<file path="src/rtl/i2c_slv_pkg.sv">
// Package: shared types for the I2C register-access slave.
package i2c_slv_pkg;

    // Transaction phases of the slave state machine.
    typedef enum logic [3:0] {
        ST_IDLE,
        ST_ADDR,
        ST_ADDR_ACK,
        ST_PTR,
        ST_PTR_ACK,
        ST_WDATA,
        ST_WDATA_ACK,
        ST_RDATA,
        ST_RACK
    } slv_state_e;

endpackage

</file>
<file path="src/rtl/i2c_bus_sampler.sv">
// Module: i2c_bus_sampler
// Brings SCL and SDA into the system clock through a flip-flop chain and
// reports SCL edges plus START/STOP conditions as one-cycle pulses.
// Assumes the system clock is at least 8x the SCL rate and the lines idle high.
module i2c_bus_sampler #(
    parameter int SYNC_STAGES = 2
) (
    input  logic clk,
    input  logic rst_n,
    input  logic scl_i,
    input  logic sda_i,
    output logic scl_s,
    output logic sda_s,
    output logic scl_rise,
    output logic scl_fall,
    output logic start_det,
    output logic stop_det
);
    localparam int LAST = SYNC_STAGES;

    // Stage [k][1] carries SCL, [k][0] carries SDA; the final stage is the previous value.
    logic [LAST:0][1:0] pipe;

    // Shift both lines through the synchroniser chain.
    always_ff @(posedge clk) begin
        if (!rst_n) pipe <= '1;
        else        pipe <= {pipe[LAST-1:0], {scl_i, sda_i}};
    end

    logic scl_p, sda_p;
    assign scl_s = pipe[LAST-1][1];
    assign sda_s = pipe[LAST-1][0];
    assign scl_p = pipe[LAST][1];
    assign sda_p = pipe[LAST][0];

    // Edge and bus-condition decode on the synchronised lines.
    always_comb begin
        scl_rise  = scl_s & ~scl_p;
        scl_fall  = ~scl_s & scl_p;
        start_det = scl_s & scl_p & sda_p & ~sda_s;
        stop_det  = scl_s & scl_p & ~sda_p & sda_s;
    end
endmodule

</file>
<file path="src/rtl/i2c_ptr_reg.sv">
// Module: i2c_ptr_reg
// Holds the register pointer and its auto-increment flag. A load takes both
// from the pointer byte; a step advances the index (wrapping) only when the
// flag is set. Assumes load and step never coincide.
module i2c_ptr_reg #(
    parameter int IDX_W = 7
) (
    input  logic             clk,
    input  logic             rst_n,
    input  logic             load,
    input  logic             load_inc,
    input  logic [IDX_W-1:0] load_idx,
    input  logic             step,
    output logic [IDX_W-1:0] idx,
    output logic             auto_inc
);
    // Pointer update: load from the pointer byte, or advance when enabled.
    always_ff @(posedge clk) begin
        if (!rst_n) begin
            idx      <= '0;
            auto_inc <= 1'b0;
        end else if (load) begin
            idx      <= load_idx;
            auto_inc <= load_inc;
        end else if (step && auto_inc) begin
            idx <= idx + 1'b1;
        end
    end

    assert_ptr_wrap_R6: assert property (@(posedge clk) disable iff (!rst_n)
        (step && !load && auto_inc && (idx == {IDX_W{1'b1}})) |=> (idx == '0));

    assert_ptr_hold_R5: assert property (@(posedge clk) disable iff (!rst_n)
        (step && !load && !auto_inc) |=> $stable(idx));

    assert_ptr_load_R7: assert property (@(posedge clk) disable iff (!rst_n)
        load |=> (idx == $past(load_idx)));
endmodule

</file>
<file path="src/rtl/i2c_reg_slave.sv">
// Module: i2c_reg_slave
// I2C slave giving a controller byte access to an external register bank.
// Write: address, pointer byte (bit 7 auto-increment, low bits index), data.
// Read: data from the stored pointer. SDA is open-drain via sda_oe.
// Assumes reg_rdata follows reg_addr combinationally and clk >= 8x SCL.
module i2c_reg_slave #(
    parameter logic [6:0] DEV_ADDR    = 7'b1001010,
    parameter int         IDX_W       = 7,
    parameter int         SYNC_STAGES = 2
) (
    input  logic             clk,
    input  logic             rst_n,
    input  logic             scl_i,
    input  logic             sda_i,
    output logic             sda_oe,
    output logic [IDX_W-1:0] reg_addr,
    output logic [7:0]       reg_wdata,
    output logic             reg_we,
    input  logic [7:0]       reg_rdata
);
    import i2c_slv_pkg::*;

    localparam int         BYTE_W   = 8;
    localparam logic [3:0] BYTE_END = 4'(BYTE_W);

    logic scl_s, sda_s, scl_rise, scl_fall, start_det, stop_det;

    i2c_bus_sampler #(.SYNC_STAGES(SYNC_STAGES)) u_sampler (
        .clk       (clk),
        .rst_n     (rst_n),
        .scl_i     (scl_i),
        .sda_i     (sda_i),
        .scl_s     (scl_s),
        .sda_s     (sda_s),
        .scl_rise  (scl_rise),
        .scl_fall  (scl_fall),
        .start_det (start_det),
        .stop_det  (stop_det)
    );

    slv_state_e        state;
    logic [3:0]        bit_cnt;
    logic [BYTE_W-1:0] shreg;
    logic              rw_bit;
    logic              nack_seen;
    logic              ptr_load, ptr_step, auto_inc;

    // Pointer strobes: load at the end of the pointer byte, step after each
    // written byte's ACK and on a controller ACK during a read.
    always_comb begin
        ptr_load = scl_fall && (state == ST_PTR) && (bit_cnt == BYTE_END);
        ptr_step = (scl_fall && (state == ST_WDATA_ACK)) ||
                   (scl_rise && (state == ST_RACK) && !sda_s);
    end

    i2c_ptr_reg #(.IDX_W(IDX_W)) u_ptr (
        .clk      (clk),
        .rst_n    (rst_n),
        .load     (ptr_load),
        .load_inc (shreg[BYTE_W-1]),
        .load_idx (shreg[IDX_W-1:0]),
        .step     (ptr_step),
        .idx      (reg_addr),
        .auto_inc (auto_inc)
    );

    // Transaction state machine: bit shifting, ACK drive and read data drive.
    always_ff @(posedge clk) begin
        if (!rst_n) begin
            state     <= ST_IDLE;
            bit_cnt   <= '0;
            shreg     <= '0;
            rw_bit    <= 1'b0;
            nack_seen <= 1'b0;
            sda_oe    <= 1'b0;
            reg_we    <= 1'b0;
            reg_wdata <= '0;
        end else begin
            reg_we <= 1'b0;
            if (start_det) begin
                state   <= ST_ADDR;
                bit_cnt <= '0;
                sda_oe  <= 1'b0;
            end else if (stop_det) begin
                state   <= ST_IDLE;
                bit_cnt <= '0;
                sda_oe  <= 1'b0;
            end else if (scl_rise) begin
                unique case (state)
                    ST_ADDR, ST_PTR, ST_WDATA: begin
                        if (bit_cnt < BYTE_END) begin
                            shreg   <= {shreg[BYTE_W-2:0], sda_s};
                            bit_cnt <= bit_cnt + 1'b1;
                        end
                    end
                    ST_RDATA: begin
                        if (bit_cnt < BYTE_END) bit_cnt <= bit_cnt + 1'b1;
                    end
                    ST_RACK:  nack_seen <= sda_s;
                    default: ;
                endcase
            end else if (scl_fall) begin
                unique case (state)
                    ST_ADDR: begin
                        if (bit_cnt == BYTE_END) begin
                            if (shreg[BYTE_W-1:1] == DEV_ADDR) begin
                                rw_bit <= shreg[0];
                                sda_oe <= 1'b1;
                                state  <= ST_ADDR_ACK;
                            end else begin
                                state  <= ST_IDLE;
                            end
                        end
                    end
                    ST_PTR: begin
                        if (bit_cnt == BYTE_END) begin
                            sda_oe <= 1'b1;
                            state  <= ST_PTR_ACK;
                        end
                    end
                    ST_WDATA: begin
                        if (bit_cnt == BYTE_END) begin
                            sda_oe    <= 1'b1;
                            reg_we    <= 1'b1;
                            reg_wdata <= shreg;
                            state     <= ST_WDATA_ACK;
                        end
                    end
                    ST_ADDR_ACK: begin
                        bit_cnt <= '0;
                        if (rw_bit) begin
                            shreg  <= {reg_rdata[BYTE_W-2:0], 1'b0};
                            sda_oe <= ~reg_rdata[BYTE_W-1];
                            state  <= ST_RDATA;
                        end else begin
                            sda_oe <= 1'b0;
                            state  <= ST_PTR;
                        end
                    end
                    ST_PTR_ACK, ST_WDATA_ACK: begin
                        sda_oe  <= 1'b0;
                        bit_cnt <= '0;
                        state   <= ST_WDATA;
                    end
                    ST_RDATA: begin
                        if (bit_cnt == BYTE_END) begin
                            sda_oe <= 1'b0;
                            state  <= ST_RACK;
                        end else begin
                            sda_oe <= ~shreg[BYTE_W-1];
                            shreg  <= {shreg[BYTE_W-2:0], 1'b0};
                        end
                    end
                    ST_RACK: begin
                        bit_cnt <= '0;
                        if (nack_seen) begin
                            state <= ST_IDLE;
                        end else begin
                            shreg  <= {reg_rdata[BYTE_W-2:0], 1'b0};
                            sda_oe <= ~reg_rdata[BYTE_W-1];
                            state  <= ST_RDATA;
                        end
                    end
                    default: ;
                endcase
            end
        end
    end

    assert_start_restart_R1: assert property (@(posedge clk) disable iff (!rst_n)
        start_det |=> (state == ST_ADDR && bit_cnt == 4'd0 && !sda_oe));

    assert_stop_idle_R1: assert property (@(posedge clk) disable iff (!rst_n)
        stop_det |=> (state == ST_IDLE && !sda_oe));

    assert_idle_no_drive_R2: assert property (@(posedge clk) disable iff (!rst_n)
        (state == ST_IDLE) |-> !sda_oe);

    assert_addr_ack_drive_R3: assert property (@(posedge clk) disable iff (!rst_n)
        (state == ST_ADDR_ACK) |-> sda_oe);

    assert_we_single_R4: assert property (@(posedge clk) disable iff (!rst_n)
        reg_we |=> !reg_we);

    assert_oe_scl_low_R9: assert property (@(posedge clk) disable iff (!rst_n)
        !$stable(sda_oe) |-> !scl_s);
endmodule

</file>
<file path="config.mk">
export PLATFORM = sky130hd
export DESIGN_NAME = i2c_reg_slave
export DESIGN_NICKNAME = d
export VERILOG_FILES = /design/src/rtl/i2c_slv_pkg.sv /design/src/rtl/i2c_bus_sampler.sv /design/src/rtl/i2c_ptr_reg.sv /design/src/rtl/i2c_reg_slave.sv
export SDC_FILE = /design/constraint.sdc
export NUM_CORES = 1
export LEC_CHECK = 0
export ABC_AREA = 1
export BUFFER_PORTS_ARGS = -buffer_cell sky130_fd_sc_hd__buf_2
export CAP_MARGIN = 0
export CORE_UTILIZATION = 30
export DETAILED_ROUTE_END_ITERATION = 10
export SETUP_SLACK_MARGIN = 0.3
export SYNTH_ARGS = -nofsm -noshare
export SYNTH_HDL_FRONTEND = slang
export SYNTH_HIERARCHICAL = 1
export SYNTH_SLANG_ARGS = --single-unit
</file>
<file path="constraint.sdc">
create_clock -name clk -period 1.7 [get_ports clk]
set_input_delay 0.17 -clock clk [delete_from_list [all_inputs] [get_ports clk]]
set_output_delay 0.17 -clock clk [all_outputs]
set_load 0.005 [all_outputs]
</file>
After elaboration in Yosys (flattened, before gate mapping)
Cells that the tools add are included.

storage, ports and cells
  RAM bits = 0
  bits in read-only memories = 0
  output and inout port bits = 17
  latch bits = 0
  bits of input ports = 12
  memories = 0
  register bits after elaboration = 42

cells by class
  equality and inequality tests = 28
  reduce and logical (&&, ||, !) cells = 31
  $add $sub $neg = 2
  shift-type cells = 0
  multipliers = 0
  divide/modulo/power cells = 0
  multiplexer cells = 35
  bitwise gates (word level) = 19
  $lt $le $gt $ge = 1

operators with widths
  operator                                                               number
  8-bit 2-to-1 mux                                                       7
  4-bit 2-to-1 mux                                                       9
  4-bit case mux with 7 select lines                                     1
  7-bit AND reduction                                                    4
  8-bit case mux with 3 select lines                                     1
  4-bit by 3-bit equality test with 1-bit output, second input constant  4
  7-bit 2-to-1 mux                                                       2
  2-bit != test, second input constant                                   6
  4-bit != test, second input constant                                   3
  1-bit NOT                                                              12
  1-bit 2-to-1 mux                                                       11
  3-bit != test, second input constant                                   3
  9-bit AND reduction                                                    1
  9-bit nonzero test                                                     1
  4-bit by 2-bit equality test with 1-bit output, second input constant  2
  4-bit equality test, second input constant                             2
  2-bit by 1-bit != test with 1-bit output, second input constant        4
  4-bit AND reduction                                                    2
  4-bit OR reduction                                                     2
  7-bit by 1-bit adder with 7-bit output, second input constant          1
  1-bit AND                                                              7
  7-bit equality test, second input constant                             1
  7-bit nonzero test                                                     1
  1-bit logical AND                                                      6
  other kinds (18)                                                       23

Logic depth before layout (Yosys ltp)
  word-level depth = 8
  mapped depth = 13
  mapped depth without buffers = 12

By module
The synthesis kept the hierarchy.

by module, submodules not included
  module           sequential area each (µm²)  times used  area each (µm²)  cells each
  i2c_reg_slave    560.5                       1           1,818.0          272
  i2c_ptr_reg      160.2                       1           499.2            70
  i2c_bus_sampler  120.1                       1           198.9            27

Worst setup path before layout
No wires, ideal clock.

  path type = reg2reg
  start point = reg bit_cnt[0]
  end point = reg u_ptr.idx[6]
  stages on the path, launching flop included = 13
  data arrival time = 1.444 ns
  setup slack = 0.136 ns
  data required time = 1.580 ns
  clock period less this slack = 1.564 ns
  cell sequence = dfxtp_1 -> inv_1 -> ha_1 -> nand3_2 -> nor4_1 -> buf_6 -> inv_6 -> nand2_4 -> inv_2 -> nand2_2 -> nand2_2 -> inv_2 -> a21oi_2

between the ends
  longest elaborated chain between the ends = 3

RTL lines
  item                                                    line                 source
  from (decl)                                             i2c_reg_slave.sv:42  logic [3:0] bit_cnt;
  from (signal assigned)                                  i2c_reg_slave.sv:93  bit_cnt <= bit_cnt + 1'b1;
  from (signal assigned)                                  i2c_reg_slave.sv:97  if (bit_cnt < BYTE_END) bit_cnt <= bit_cnt + 1'b1;
  4-bit equality test *                                   i2c_reg_slave.sv:51  ptr_load = scl_fall && (state == ST_PTR) && (bit_cnt == BYTE_END);
  1-bit logical AND *                                     i2c_reg_slave.sv:51
  named net ptr_load                                      i2c_reg_slave.sv:46  logic ptr_load, ptr_step, auto_inc;
  7-bit 2-to-1 mux or 2-bit nonzero test (tied branches)  n/a
  to (signal assigned)                                    i2c_ptr_reg.sv:23    idx <= load_idx;
  to (signal assigned)                                    i2c_ptr_reg.sv:26    idx <= idx + 1'b1;
  to (decl)                                               i2c_ptr_reg.sv:14    output logic [IDX_W-1:0] idx,

Mark *: on every way through the listed nets, which the timed path passes. The rest lies on a longest branch.
A chain may end at the register's enable or synchronous reset.

Worst setup path after layout
  start point = reg u_sampler.pipe, in the netlist u_sampler/scl_s
  end point = reg shreg[4]

RTL lines
  item                                                   line                   source
  from (decl)                                            i2c_bus_sampler.sv:22  logic [LAST:0][1:0] pipe;
  from (signal assigned)                                 i2c_bus_sampler.sv:27  else pipe <= {pipe[LAST-1:0], {scl_i, sda_i}};
  1-bit AND *                                            i2c_bus_sampler.sv:38  scl_rise = scl_s & ~scl_p;
  named net scl_rise                                     i2c_reg_slave.sv:26    logic scl_s, sda_s, scl_rise, scl_fall, start_det, stop_det;
  3-bit != test (no line), or another cell as far along  n/a
  9-bit AND reduction (no line)                          n/a
  to (signal assigned)                                   i2c_reg_slave.sv:92    shreg <= {shreg[BYTE_W-2:0], sda_s};
  to (signal assigned)                                   i2c_reg_slave.sv:132   shreg <= {reg_rdata[BYTE_W-2:0], 1'b0};
  to (signal assigned)                                   i2c_reg_slave.sv:151   shreg <= {shreg[BYTE_W-2:0], 1'b0};
  to (decl)                                              i2c_reg_slave.sv:43    logic [BYTE_W-1:0] shreg;

Marked as above.

==> results.ini <==
[synthesis]
syn-cell-area_sq_um=2520
syn_area_per_cell_sq_um=6.82
syn_nets=384
synth_top_family_by_area=simple AND/OR/NAND/NOR gates
yosys_warnings=6
synth_top_area_share_pct=33.4
syn_inst=369
synth_edf_count=0
synth-simple-area-share_pct=43.7
synthArstFlopShare_pct=0
synth_cell_types=36
synthFlopType=dfxtp_1
synth_adder_area_share_pct=1.49
synth_seq_cells=42
synth.top_cells.by_area=dfxtp_1, nand2_1, nor2_1
synth-seq-area-share_pct=33.4
synth-xor-area-share_pct=0.696
yosys.area.top_type=dfxtp_1
synth_compound_area_share_pct=10.7
synthMuxAreaShare_pct=0

[global_routing]
antenna_found_initial=0
grt_usage_pct=14.9
grt-ovfl-total=0
grt_first_pass_wirelength_mm=10.2
grt_pass1_vias=2131
grt_max_degree=26

[power]
p_total_mw=1.87
power_density_nw_per_um2=570
vdd_drop_max_mv=0.342
power.leakage_nw=1.47

[die]
io_pins=29
core_area_sq_um=8180
die_h_um=93.6
fp.dieArea_sq_um=8760
die_w_um=93.6
rows=33
initial_core_util_pct=30.8

[critical_path]
start_kind=flip-flop
cp_data_required_time_ps=1930
r2r_cells=11
end_kind=flip-flop
critical_path_peak_fanout=7
crit_arrival_ps=1780
ff2ff_setup_slack_ps=160
path_class=reg -> reg
reg2reg_from=u_sampler/scl_s
r2r-end=shreg[4]

[min_path]
hp-start=sda_i
min_path_cells=3
min_delay_worst_endpoint=u_sampler/pipe[0]
hp-class=in -> reg

[timing]
maxSlewHeadroom_pct=80.0
final-max-slew-violation-count=0
setup_tns_ps=0
rsz0062_at_grt=true
fin_crit_ps=1540
final.setup_skew_ps=13.0
hold_violations=0
worstMarginPinSlew_ps=300
min_period_over_period_pct=90.9
max_clock_freq_ghz=0.647
final-setup-viol-count=0

[clock_tree]
h-tree-depth=2
clock_latency_ps=300
cts_root_buffer=clkbuf_8
clock-sinks=42
cts_tree=done
cts_buffer_depth=2
clk_pin_slew_worst_paths_ps=80
cts_buffers=5

[finish]
syn_to_final_growth_pct=30.4
num_antenna_cells=0
final_layout_size_suffix_gt1_share_pct=37.8
final_common_cell=nand2_1
mostFrequentLayoutCells=nand2_1, nor2_1, dfxtp_1
fin_nets=435
nFillCells=868

[route]
vias=2420
wl_per_cell_um=12.1
viasPerCell=4.60
route.detailed.drc=0
drtAntennaViolNets=0
drt-total-wl_mm=6.37
first_pass_iters=4
drtIter0Drc=106

[placed_design]
gp_congestion=0.911
io_buffers=28
dp_hpwl_mm=4.67

[run]
maxCapViolations=0

[run_status]
status=finished, final reports clean

## cell usage after synthesis (8+ instances only)
cell      instances
o21ai_0          16
a21oi_1          13
nand2_2          11
nand2_1          85
nand3_1          24
nand4_1           8
inv_2             9
dfxtp_1          42
nor2_2            9
nor2_1           53
inv_1            40
nand3b_1         10
## per-stage QoR
step / cell area (sq um) / util, % / hold slack [ps] / worst slack, ps / std cells
after global routing: 3280 / 40.1 / 54.8 / 40.9 / 526
after CTS: 3120 / 38.2 / 35.7 / 161 / 521
after detailed placement: 2890 / 35.3 / 344 / 81.3 / 503
after global placement: 2890 / 35.3 / 345 / 106 / 503
after floorplan: 2600 / - / 239 / 248 / 369
final: 3280 / 40.1 / 44.2 / 155 / 526
## per-layer routing
layer,GRT usage (%),share of wire (%)
met1,21.2,50
met2,22.9,46
met3,2.76,2.9
met4,4.23,1.2
met5,0,0
## critical path, cell delays in order, from the launching register on
cell and delay (ps):
dfxtp_2 340, inv_2 70, nor2_4 40, buf_6 120, nor2_4 160, o21bai_4 170
nand2_4 90, inv_2 60, nand2_2 50, nor2_4 220, nor2_1 70, nor2_1 90
## power breakdown
part | leakage, nW | switching (mW) | internal [mW]
combinational | 1.08 | 0.122 | 0.0795
clock | 0.0441 | 0.373 | 0.289
sequential | 0.342 | 0.0133 | 0.994
total | 1.47 | 0.508 | 1.36
## worst max path at each step
stage | slack (ps) | cells after the start | endpoint | startpoint
final | 160 | 11 | shreg[4] | u_sampler/scl_s
after global routing | 40 | 11 | shreg[4] | u_sampler/pipe[5]
after floorplan | 250 | 12 | u_ptr/idx[6] | bit_cnt[1]
after detailed placement | 80 | 11 | u_ptr/idx[5] | state[1]
after CTS | 160 | 12 | u_ptr/idx[6] | u_sampler/pipe[5]
after global placement | 110 | 11 | u_ptr/idx[5] | state[1]
## kinds of logic (layout without fill, tap and decap cells)
| kind of cell | count (synthesis) | count (layout) |
|---|---|---|
| xor+xnor | 2 | 2 |
| fa+ha+maj | 3 | 3 |
| flops | 42 | 42 |
| buf+inv | 58 | 109 |
| simple gates | 219 | 220 |
| compound gates | 45 | 45 |
## layout make-up
class / instances / area (sq um) / area share (%)
clock buffer: 5 / 68.8 / 2.10
clock inverter: 3 / 21.3 / 0.648
inverter: 51 / 219 / 6.67
multi-input combinational: 270 / 1640 / 49.8
sequential: 42 / 857 / 26.1
tap: 105 / 131 / 4.00
timing repair buffer: 49 / 342 / 10.4
timing repair inverter: 1 / 7.51 / 0.229
## registers in the layout, indices dropped and copies added, names as in the netlist
name and cells:
nack_seen 1, u_ptr/idx 7, shreg 8, u_sampler/pipe 4
u_sampler/scl_s 1, reg_we 1, reg_wdata 8, rw_bit 1
sda_oe 1, u_sampler/sda_s 1, bit_cnt 4, state 4
u_ptr/auto_inc 1
## what timing repair did
action / 4_1_cts / 5_1_grt
endpoints found under the setup margin: 33 / 35
hold buffers: 0 / 0
pin swaps: 18 / 30
resized for setup: 19 / 35
buffers inserted: 8 / 5
gates cloned: 2 / 0
Power figures use the tool's default switching activity.
